`src/rtl/hip_pkg.sv`:
```
package hip_pkg;
  localparam int unsigned HIP_AW = 14;
  localparam int unsigned HIP_HW = 16;
  localparam int unsigned HIP_PW = 24;
  localparam int unsigned HIP_WB = 5;  // protected window = top 2**WB data addresses

  typedef enum logic {
    MSEL_PM = 1'b0,
    MSEL_DM = 1'b1
  } msel_e;
endpackage

```
`src/rtl/hip_ctl.sv`:
```
module hip_ctl
  import hip_pkg::*;
#(
  parameter int unsigned AW = HIP_AW,
  parameter int unsigned HW = HIP_HW,
  parameter int unsigned PW = HIP_PW,
  localparam int unsigned LW = PW - HW
) (
  input  logic          clk_i,
  input  logic          rst_ni,
  input  logic          core_we_i,
  input  logic [AW:0]   core_wdata_i,
  input  logic          lat_i,
  input  logic          dat_i,
  input  logic          we_i,
  input  logic [HW-1:0] wdata_i,
  input  logic [LW-1:0] pm_low_i,
  output logic [AW-1:0] addr_o,
  output msel_e         msel_o,
  output logic          half_o,
  output logic [HW-1:0] hold_o
);
  logic [AW-1:0] addr_q;
  msel_e         msel_q;
  logic          half_q;
  logic [HW-1:0] hold_q;

  always_ff @(posedge clk_i or negedge rst_ni) begin
    if (!rst_ni) begin
      addr_q <= '0;
      msel_q <= MSEL_PM;
      half_q <= 1'b0;
      hold_q <= '0;
    end else begin
      if (core_we_i) begin
        addr_q <= core_wdata_i[AW-1:0];
        msel_q <= msel_e'(core_wdata_i[AW]);
        half_q <= 1'b0;
      end else if (lat_i) begin
        addr_q <= wdata_i[AW-1:0];
        msel_q <= msel_e'(wdata_i[AW]);
        half_q <= 1'b0;
      end else if (dat_i) begin
        if (msel_q == MSEL_DM) begin
          addr_q <= addr_q + 1'b1;
        end else if (!half_q) begin
          half_q <= 1'b1;
          hold_q <= we_i ? wdata_i : HW'(pm_low_i);
        end else begin
          half_q <= 1'b0;
          addr_q <= addr_q + 1'b1;
        end
      end
    end
  end

  assign addr_o = addr_q;
  assign msel_o = msel_q;
  assign half_o = half_q;
  assign hold_o = hold_q;

  a_r6_core_load_aborts: assert property (@(posedge clk_i) disable iff (!rst_ni)
    core_we_i |=> (!half_o && addr_o == $past(core_wdata_i[AW-1:0])));
  a_r5_latch_aborts: assert property (@(posedge clk_i) disable iff (!rst_ni)
    (lat_i && !core_we_i) |=> !half_o);
  a_r2_dm_step: assert property (@(posedge clk_i) disable iff (!rst_ni)
    (dat_i && msel_o == MSEL_DM && !core_we_i) |=> addr_o == $past(addr_o) + 1'b1);
endmodule

```
`src/rtl/hip_arb.sv`:
```
module hip_arb #(
  parameter int unsigned AW = 14,
  parameter int unsigned DW = 16
) (
  input  logic          core_req_i,
  input  logic          core_we_i,
  input  logic [AW-1:0] core_addr_i,
  input  logic [DW-1:0] core_wdata_i,
  input  logic          host_need_i,
  input  logic          host_we_i,
  input  logic [AW-1:0] host_addr_i,
  input  logic [DW-1:0] host_wdata_i,
  output logic          host_stall_o,
  output logic [AW-1:0] mem_addr_o,
  output logic          mem_we_o,
  output logic [DW-1:0] mem_wdata_o
);
  // core has fixed priority; host waits
  assign host_stall_o = core_req_i & host_need_i;
  assign mem_addr_o   = core_req_i ? core_addr_i  : host_addr_i;
  assign mem_we_o     = core_req_i ? core_we_i    : host_we_i;
  assign mem_wdata_o  = core_req_i ? core_wdata_i : host_wdata_i;
endmodule

```
`src/rtl/hip_port.sv`:
```
module hip_port
  import hip_pkg::*;
#(
  parameter int unsigned AW = HIP_AW,
  parameter int unsigned HW = HIP_HW,
  parameter int unsigned PW = HIP_PW,
  parameter int unsigned WB = HIP_WB,
  localparam int unsigned LW = PW - HW
) (
  input  logic          clk_i,
  input  logic          rst_ni,
  input  logic          h_req_i,
  input  logic          h_alatch_i,
  input  logic          h_we_i,
  input  logic [HW-1:0] h_wdata_i,
  output logic [HW-1:0] h_rdata_o,
  output logic          h_ack_o,
  input  logic          core_ctl_we_i,
  input  logic [AW:0]   core_ctl_wdata_i,
  input  logic          core_pm_req_i,
  input  logic          core_pm_we_i,
  input  logic [AW-1:0] core_pm_addr_i,
  input  logic [PW-1:0] core_pm_wdata_i,
  input  logic          core_dm_req_i,
  input  logic          core_dm_we_i,
  input  logic [AW-1:0] core_dm_addr_i,
  input  logic [HW-1:0] core_dm_wdata_i,
  output logic [AW-1:0] pm_addr_o,
  output logic          pm_we_o,
  output logic [PW-1:0] pm_wdata_o,
  input  logic [PW-1:0] pm_rdata_i,
  output logic [AW-1:0] dm_addr_o,
  output logic          dm_we_o,
  output logic [HW-1:0] dm_wdata_o,
  input  logic [HW-1:0] dm_rdata_i,
  output logic          prot_err_o
);
  logic [AW-1:0] addr;
  msel_e         msel;
  logic          half;
  logic [HW-1:0] hold;
  logic          data_cyc, in_win, need_pm, need_dm;
  logic          stall_pm, stall_dm;
  logic          lat_fire, dat_fire;
  logic          host_pm_we, host_dm_we;
  logic          prot_q;

  assign data_cyc = h_req_i & ~h_alatch_i;
  assign in_win   = (msel == MSEL_DM) && (addr[AW-1:WB] == '1);
  // PM needed for first read half (fetch) and second write half (commit)
  assign need_pm  = data_cyc & (msel == MSEL_PM) & (h_we_i ? half : ~half);
  assign need_dm  = data_cyc & (msel == MSEL_DM) & ~in_win;

  assign h_ack_o  = h_req_i & ~stall_pm & ~stall_dm;
  assign lat_fire = h_ack_o & h_alatch_i;
  assign dat_fire = h_ack_o & ~h_alatch_i;

  assign host_pm_we = dat_fire & (msel == MSEL_PM) & h_we_i & half;
  assign host_dm_we = dat_fire & (msel == MSEL_DM) & h_we_i & ~in_win;

  hip_ctl #(.AW(AW), .HW(HW), .PW(PW)) u_ctl (
    .clk_i        (clk_i),
    .rst_ni       (rst_ni),
    .core_we_i    (core_ctl_we_i),
    .core_wdata_i (core_ctl_wdata_i),
    .lat_i        (lat_fire),
    .dat_i        (dat_fire),
    .we_i         (h_we_i),
    .wdata_i      (h_wdata_i),
    .pm_low_i     (pm_rdata_i[LW-1:0]),
    .addr_o       (addr),
    .msel_o       (msel),
    .half_o       (half),
    .hold_o       (hold)
  );

  hip_arb #(.AW(AW), .DW(PW)) u_arb_pm (
    .core_req_i   (core_pm_req_i),
    .core_we_i    (core_pm_we_i),
    .core_addr_i  (core_pm_addr_i),
    .core_wdata_i (core_pm_wdata_i),
    .host_need_i  (need_pm),
    .host_we_i    (host_pm_we),
    .host_addr_i  (addr),
    .host_wdata_i ({hold, h_wdata_i[LW-1:0]}),
    .host_stall_o (stall_pm),
    .mem_addr_o   (pm_addr_o),
    .mem_we_o     (pm_we_o),
    .mem_wdata_o  (pm_wdata_o)
  );

  hip_arb #(.AW(AW), .DW(HW)) u_arb_dm (
    .core_req_i   (core_dm_req_i),
    .core_we_i    (core_dm_we_i),
    .core_addr_i  (core_dm_addr_i),
    .core_wdata_i (core_dm_wdata_i),
    .host_need_i  (need_dm),
    .host_we_i    (host_dm_we),
    .host_addr_i  (addr),
    .host_wdata_i (h_wdata_i),
    .host_stall_o (stall_dm),
    .mem_addr_o   (dm_addr_o),
    .mem_we_o     (dm_we_o),
    .mem_wdata_o  (dm_wdata_o)
  );

  always_comb begin
    if (h_alatch_i)              h_rdata_o = '0;
    else if (msel == MSEL_DM)    h_rdata_o = in_win ? '0 : dm_rdata_i;
    else if (half)               h_rdata_o = HW'(hold[LW-1:0]);
    else                         h_rdata_o = pm_rdata_i[PW-1:LW];
  end

  always_ff @(posedge clk_i or negedge rst_ni) begin
    if (!rst_ni)                 prot_q <= 1'b0;
    else if (dat_fire && in_win) prot_q <= 1'b1;
  end
  assign prot_err_o = prot_q;

  a_r7_no_window_write: assert property (@(posedge clk_i) disable iff (!rst_ni)
    (dm_we_o && !core_dm_req_i) |-> (dm_addr_o[AW-1:WB] != '1));
  a_r3_commit_on_second: assert property (@(posedge clk_i) disable iff (!rst_ni)
    (pm_we_o && !core_pm_req_i) |-> half);
  a_r8_sticky_err: assert property (@(posedge clk_i) disable iff (!rst_ni)
    prot_err_o |=> prot_err_o);
  a_r9_core_wins: assert property (@(posedge clk_i) disable iff (!rst_ni)
    ((core_dm_req_i && need_dm) || (core_pm_req_i && need_pm)) |-> !h_ack_o);
  a_r1_ack_needs_req: assert property (@(posedge clk_i) disable iff (!rst_ni)
    h_ack_o |-> h_req_i);
endmodule

```
`config.mk`:
```
export PLATFORM = sky130hd
export DESIGN_NAME = hip_port
export DESIGN_NICKNAME = d
export VERILOG_FILES = /design/src/rtl/hip_pkg.sv /design/src/rtl/hip_ctl.sv /design/src/rtl/hip_arb.sv /design/src/rtl/hip_port.sv
export SDC_FILE = /design/constraint.sdc
export NUM_CORES = 1
export LEC_CHECK = 0
export ABC_AREA = 1
export BUFFER_PORTS_ARGS = -buffer_cell sky130_fd_sc_hd__buf_4
export CAP_MARGIN = 20
export CORE_ASPECT_RATIO = 1.4
export CORE_MARGIN = 4
export CORE_UTILIZATION = 39
export CTS_CLUSTER_SIZE = 14
export DETAILED_ROUTE_END_ITERATION = 10
export PLACE_DENSITY = 0.9
export SYNTH_ARGS = -nofsm -noshare
export SYNTH_HDL_FRONTEND = slang
export SYNTH_HIERARCHICAL = 1
export SYNTH_SLANG_ARGS = --single-unit
```
`constraint.sdc`:
```
create_clock -name clk_i -period 1.9 [get_ports clk_i]
set_input_delay 0.38 -clock clk_i [delete_from_list [all_inputs] [get_ports clk_i]]
set_output_delay 0.38 -clock clk_i [all_outputs]
set_load 0.03 [all_outputs]
```
* Yosys cells after proc, flatten, opt, wreduce, memory -nomap -nowiden *
Index checks and enable logic that the tools add are counted.

cells by class
  equal/unequal tests = 2
  reductions and logical operators = 8
  add/subtract/negate cells = 1
  bitwise gates (word level) = 25
  mux-type cells = 24

operators with widths
  kind                                           number
  two-way mux 14 bit                             7
  two-way mux 16 bit                             6
  two-way mux 24 bit                             1
  bitwise AND 1 bit                              17
  adder 14 x 1 -> 14 bit, second input constant  1
  two-way mux 1 bit                              10
  == test 9 bit, second input constant           1
  NOT 1 bit                                      8
  AND reduction 5 bit                            1
  AND reduction 2 bit                            2
  nonzero test 4 bit                             1
  inequality test 3 bit, second input constant   1
  nonzero test 3 bit                             1
  logical AND 1 bit                              2
  nonzero test 2 bit                             1

storage, ports and cells
  bits in registers = 33
  output and inout port bits = 88
  bits of input ports = 149

* Logic depth before layout (Yosys ltp) *
  depth in word-level cells = 13
  depth in mapped cells = 17
  mapped depth without buffers = 16

* Cells and area by module *
Netlist, hierarchy kept.

modules (own cells, without submodules)
  module               area an instance (µm²)  instances  cells each
  hip_ctl              1979.4                  1          282
  hip_port             551.8                   1          94
  hip_arb at u_arb_pm  508.0                   1          129
  hip_arb at u_arb_dm  490.5                   1          103

* Least setup slack after synthesis *
No wires, ideal clock.

  path kind = reg2out
  start = register u_ctl.msel_q, in the netlist u_ctl/msel_o
  end = output port dm_we_o
  data required time = 1520 ps
  slack = -181 ps
  stages on the path, launching flop included = 14
  path buffers = 2
  data arrival time = 1701 ps
  cell sequence = dfrtp_1 buf_6 inv_6 buf_8 nand3_1 nor2_1 nand2_1 inv_1 nand3b_1 nor2_2 nand2_1 nor2_1 nand2_2 nand2_1

on the way
  longest elaborated chain between the ends = 12

ends and longest elaborated chain
  what                             line            RTL
  start, declared                  hip_ctl.sv:24   msel_e msel_q;
  start signal, assigned           hip_ctl.sv:37   msel_q <= msel_e'(core_wdata_i[AW]);
  start signal, assigned           hip_ctl.sv:41   msel_q <= msel_e'(wdata_i[AW]);
  NOT 1 bit (no line)              n/a
  bitwise AND 1 bit (2 in series)  hip_port.sv:51  assign need_pm = data_cyc & (msel == MSEL_PM) & (h_we_i ? half : ~half);
  net need_pm                      hip_port.sv:42  logic data_cyc, in_win, need_pm, need_dm;
  bitwise AND 1 bit                hip_arb.sv:19   assign host_stall_o = core_req_i & host_need_i;
  net stall_pm                     hip_port.sv:43  logic stall_pm, stall_dm;
  NOT 1 bit                        hip_port.sv:54  assign h_ack_o = h_req_i & ~stall_pm & ~stall_dm;
  bitwise AND 1 bit (2 in series)  hip_port.sv:54
  bitwise AND 1 bit                hip_port.sv:56  assign dat_fire = h_ack_o & ~h_alatch_i;
  net dat_fire                     hip_port.sv:44  logic lat_fire, dat_fire;
  bitwise AND 1 bit (3 in series)  hip_port.sv:59  assign host_dm_we = dat_fire & (msel == MSEL_DM) & h_we_i & ~in_win;
  net host_dm_we                   hip_port.sv:45  logic host_pm_we, host_dm_we;
  two-way mux 1 bit                hip_arb.sv:21   assign mem_we_o = core_req_i ? core_we_i : host_we_i;
  end, declared                    hip_port.sv:33  output logic dm_we_o,

The timed path passes the listed nets, and every way through them passes these cells.

* Worst setup path after layout *
  start = register u_ctl.addr_q[11], in the netlist u_ctl/addr_o[11]
  end = output port pm_we_o

on the way
  longest elaborated chain between the ends = 12

ends and longest elaborated chain
  what                             line            RTL
  start, declared                  hip_ctl.sv:23   logic [AW-1:0] addr_q;
  start signal, assigned           hip_ctl.sv:36   addr_q <= core_wdata_i[AW-1:0];
  start signal, assigned           hip_ctl.sv:40   addr_q <= wdata_i[AW-1:0];
  start signal, assigned           hip_ctl.sv:45   addr_q <= addr_q + 1'b1;
  == test 9 bit                    hip_port.sv:49  assign in_win = (msel == MSEL_DM) && (addr[AW-1:WB] == '1);
  logical AND 1 bit                hip_port.sv:49
  NOT 1 bit                        hip_port.sv:52  assign need_dm = data_cyc & (msel == MSEL_DM) & ~in_win;
  bitwise AND 1 bit                hip_port.sv:52
  net need_dm                      hip_port.sv:42
  bitwise AND 1 bit                hip_arb.sv:19
  net stall_dm                     hip_port.sv:43
  NOT 1 bit                        hip_port.sv:54
  bitwise AND 1 bit                hip_port.sv:54
  bitwise AND 1 bit                hip_port.sv:56
  net dat_fire                     hip_port.sv:44
  bitwise AND 1 bit (3 in series)  hip_port.sv:58  assign host_pm_we = dat_fire & (msel == MSEL_PM) & h_we_i & half;
  net host_pm_we                   hip_port.sv:45
  two-way mux 1 bit                hip_arb.sv:21
  end, declared                    hip_port.sv:29  output logic pm_we_o,

The timed path passes the listed nets, and every way through them passes these cells.

==> reports/metrics.yaml <==
sta:
  period_minus_slack_ps: 2400
  grt_setup_unrepaired: "true"
  timing.final.crit_share_pct: 127
  skew_ps: 7.16
  hold_slack_ps: 54.7
  worst_pin_slew_ps: 446
  slew_headroom_pct: 70.3
  finalHoldViolations: 0
  finalSetupViolCount: 51
  fmaxAchievable_mhz: 416
  finalMaxSlewViolations: 0
  setup_ws_ps: -504
final_layout:
  final_core_util_pct: 70.0
  final_cell_area_mm2: 0.00610
  layout.nets: 1025
  diodes: 0
  syn2layout_area_growth_pct: 72.8
  layout-drive-gt1-share_pct: 42.8
synth:
  yosysTopAreaCellShare_pct: 34.6
  yosys-top-cells-count: "325 x nand2_1, 54 x nor2_1, 33 x dfrtp_1"
  synth_simple_gate_area_share_pct: 51.0
  netlist_instances: 608
  ys_seq_elements: 33
  synthAdderAreaFrac_pct: 0.354
  synth_xor_area_share_pct: 1.24
  synth_compound_area_share_pct: 9.78
  synth_ff_type: "dfrtp_1"
  synth-edff-count: 0
  syn_avg_cell_area_um2: 5.81
  yosysWarnings: 6
  synth_top_family_by_area: "simple AND/OR/NAND/NOR gates"
  synth_seq_area_share_pct: 23.4
  yosys.cell_count.top_type: "nand2_1"
  synth_area_leaders: "nand2_1 35%, dfrtp_1 23%, nor2_1 5.7%, nand3_1 4.3%, inv_1 3.1%"
  yosys-mux-area-fraction_pct: 2.27
  yosysUniqueCellTypes: 41
  async_reset_ff_share_pct: 100
  syn_area_mm2: 0.00353
  yosys.area.top_type: "nand2_1"
  syn_nets: 758
global_routing:
  grt_max_degree: 34
  grt_overflow: 0
  antenna_found_initial: 1
  grt_pass1_vias: 4519
  track_usage_pct: 26.6
  grt_pass1_wl_um: 22200
clock_tree:
  clk_pin_slew_worst_paths_ps: 60
  ctsHoldBuffers: 0
  clkSinkCount: 33
  cts_root_buf: "clkbuf_16"
  cts_buffer_depth: 2
  h-tree-depth: 2
  cts_buffers: 5
  clk_latency_ps: 280
  cts_tree: "built"
die:
  ios: 237
  die_w_um: 88.4
  start_util_pct: 40.5
  dieArea_mm2: 0.0107
  die_h_um: 121
  core-area_mm2: 0.00871
  rows: 40
drt:
  drtPass1Iterations: 5
  drc: 0
  dr.first_iter.drc_count: 301
  detail_route.wl_per_cell_um: 15.9
  via_count: 4956
  drtAntennaViolNets: 0
  vias_per_cell: 5.05
  drt-total-wl_um: 15600
run:
  drv_cap: 0
placement:
  gp_congestion: 0.972
  hpwl_um: 11300
  portBuffers: 236
  dpl_cell_area_mm2: 0.00549
  place_ws_ps: -278
pwr:
  powerDensity_mw_per_mm2: 708
  leakagePower_nw: 3.45
  ir_drop_uv: 451
critical_path:
  worstPathArrival_ps: 2020
  path_max_fanout: 2
  path_class: "flop to output port"
  cp-end-kind: "output port"
  r2r_slack_ps: -290
  crit_required_ps: 1520
  cp-start-kind: "flop"
hold_path:
  hp-class: "input port to asynchronous set/reset pin"
run_status:
  status: "complete, but fails checks"
  violations: "negative setup slack"
cells in the final DEF (no fill, tap or decap), drive strengths merged, types with 7 or more instances in the layout:
master | Yosys | layout
nand2 | 339 | 339
buf | 25 | 288
nor2 | 62 | 62
inv | 36 | 39
dfrtp | 33 | 33
nand3 | 31 | 31
o21ai | 28 | 28
o211ai | 11 | 11
a21oi | 9 | 9
mux2i | 8 | 8
clkbuf | 6 | 7
routing by layer:
layer  global-route usage, %  routed length [µm]  vias up
li1                        -                   -     2425
met4                    8.13                 363        2
met3                    4.77                1470       34
met5                       0                   8        -
met2                    49.5                8320      269
met1                    29.7                5400     2226
repair_timing:
action | 4_1_cts | 5_1_grt
endpoints found under the setup margin | 51 | 51
pin swaps | 7 | 12
cloned | 2 | 1
setup buffers | 6 | 10
gates resized for setup | 31 | 52
cells by family after synthesis:
logic type / after synthesis
AO/OA/AOI/OAI: 53
multiplexers: 8
adder cells (fa/ha/maj): 1
AND/OR/NAND/NOR: 440
XOR/XNOR: 5
buffers and inverters: 68
flip-flops: 33
stage by stage:
stage | instances | power (mW) | TNS, ps
2_1_floorplan | 608 | 2.30 | -1940
3_3_place_gp | 955 | 3.15 | -4270
3_5_place_dp | 955 | 3.18 | -6990
4_1_cts | 970 | 4.20 | -5890
5_1_grt | 981 | 4.56 | -15750
6_report | 981 | 4.32 | -10900
layout make-up:
class                           count  area (µm²)
Fill cell                         732        2610
Timing Repair inverter              3        31.3
Clock inverter                      1        30.0
Sequential cell                    33         827
Multi-Input combinational cell    507        2450
Clock buffer                        7         143
Inverter                           37         176
Timing Repair Buffer              288        2310
Tap cell                          105         131
critical path, stage by stage (launching register included):
cell,delay (ps)
dfrtp_1,360
nand2_2,80
nor2_4,130
nand3_2,100
nand4_1,90
inv_1,50
nand2_1,60
inv_1,30
inv_1,40
nand3b_1,110
nor2_2,180
nand2_2,90
nor3_2,110
nand2_1,110
nand2_4,70
buf_6,120
power breakdown:
part,internal (mW),switching (mW)
combinational,0.985,1.37
clock,0.655,0.291
sequential,0.868,0.150
worst paths after layout:
check,start,cells after the start,end
min in group clk_i,h_wdata_i[15],3,u_ctl/hold_o[15]
max,u_ctl/addr_o[11],15,pm_we_o
max in group asynchronous,rst_ni,1,u_ctl/msel_o
max reg2reg,u_ctl/addr_o[11],17,u_ctl/addr_o[0]
min,rst_ni,1,u_ctl/addr_o[3]
min reg2reg,u_ctl/hold_o[8],2,u_ctl/hold_o[8]
state kept, by name, indices dropped and copies added (netlist names):
signal        flops
u_ctl/hold_o     16
u_ctl/addr_o     14
prot_err_o        1
u_ctl/half_o      1
u_ctl/msel_o      1
Note: power is estimated with default switching activity, not from simulation.
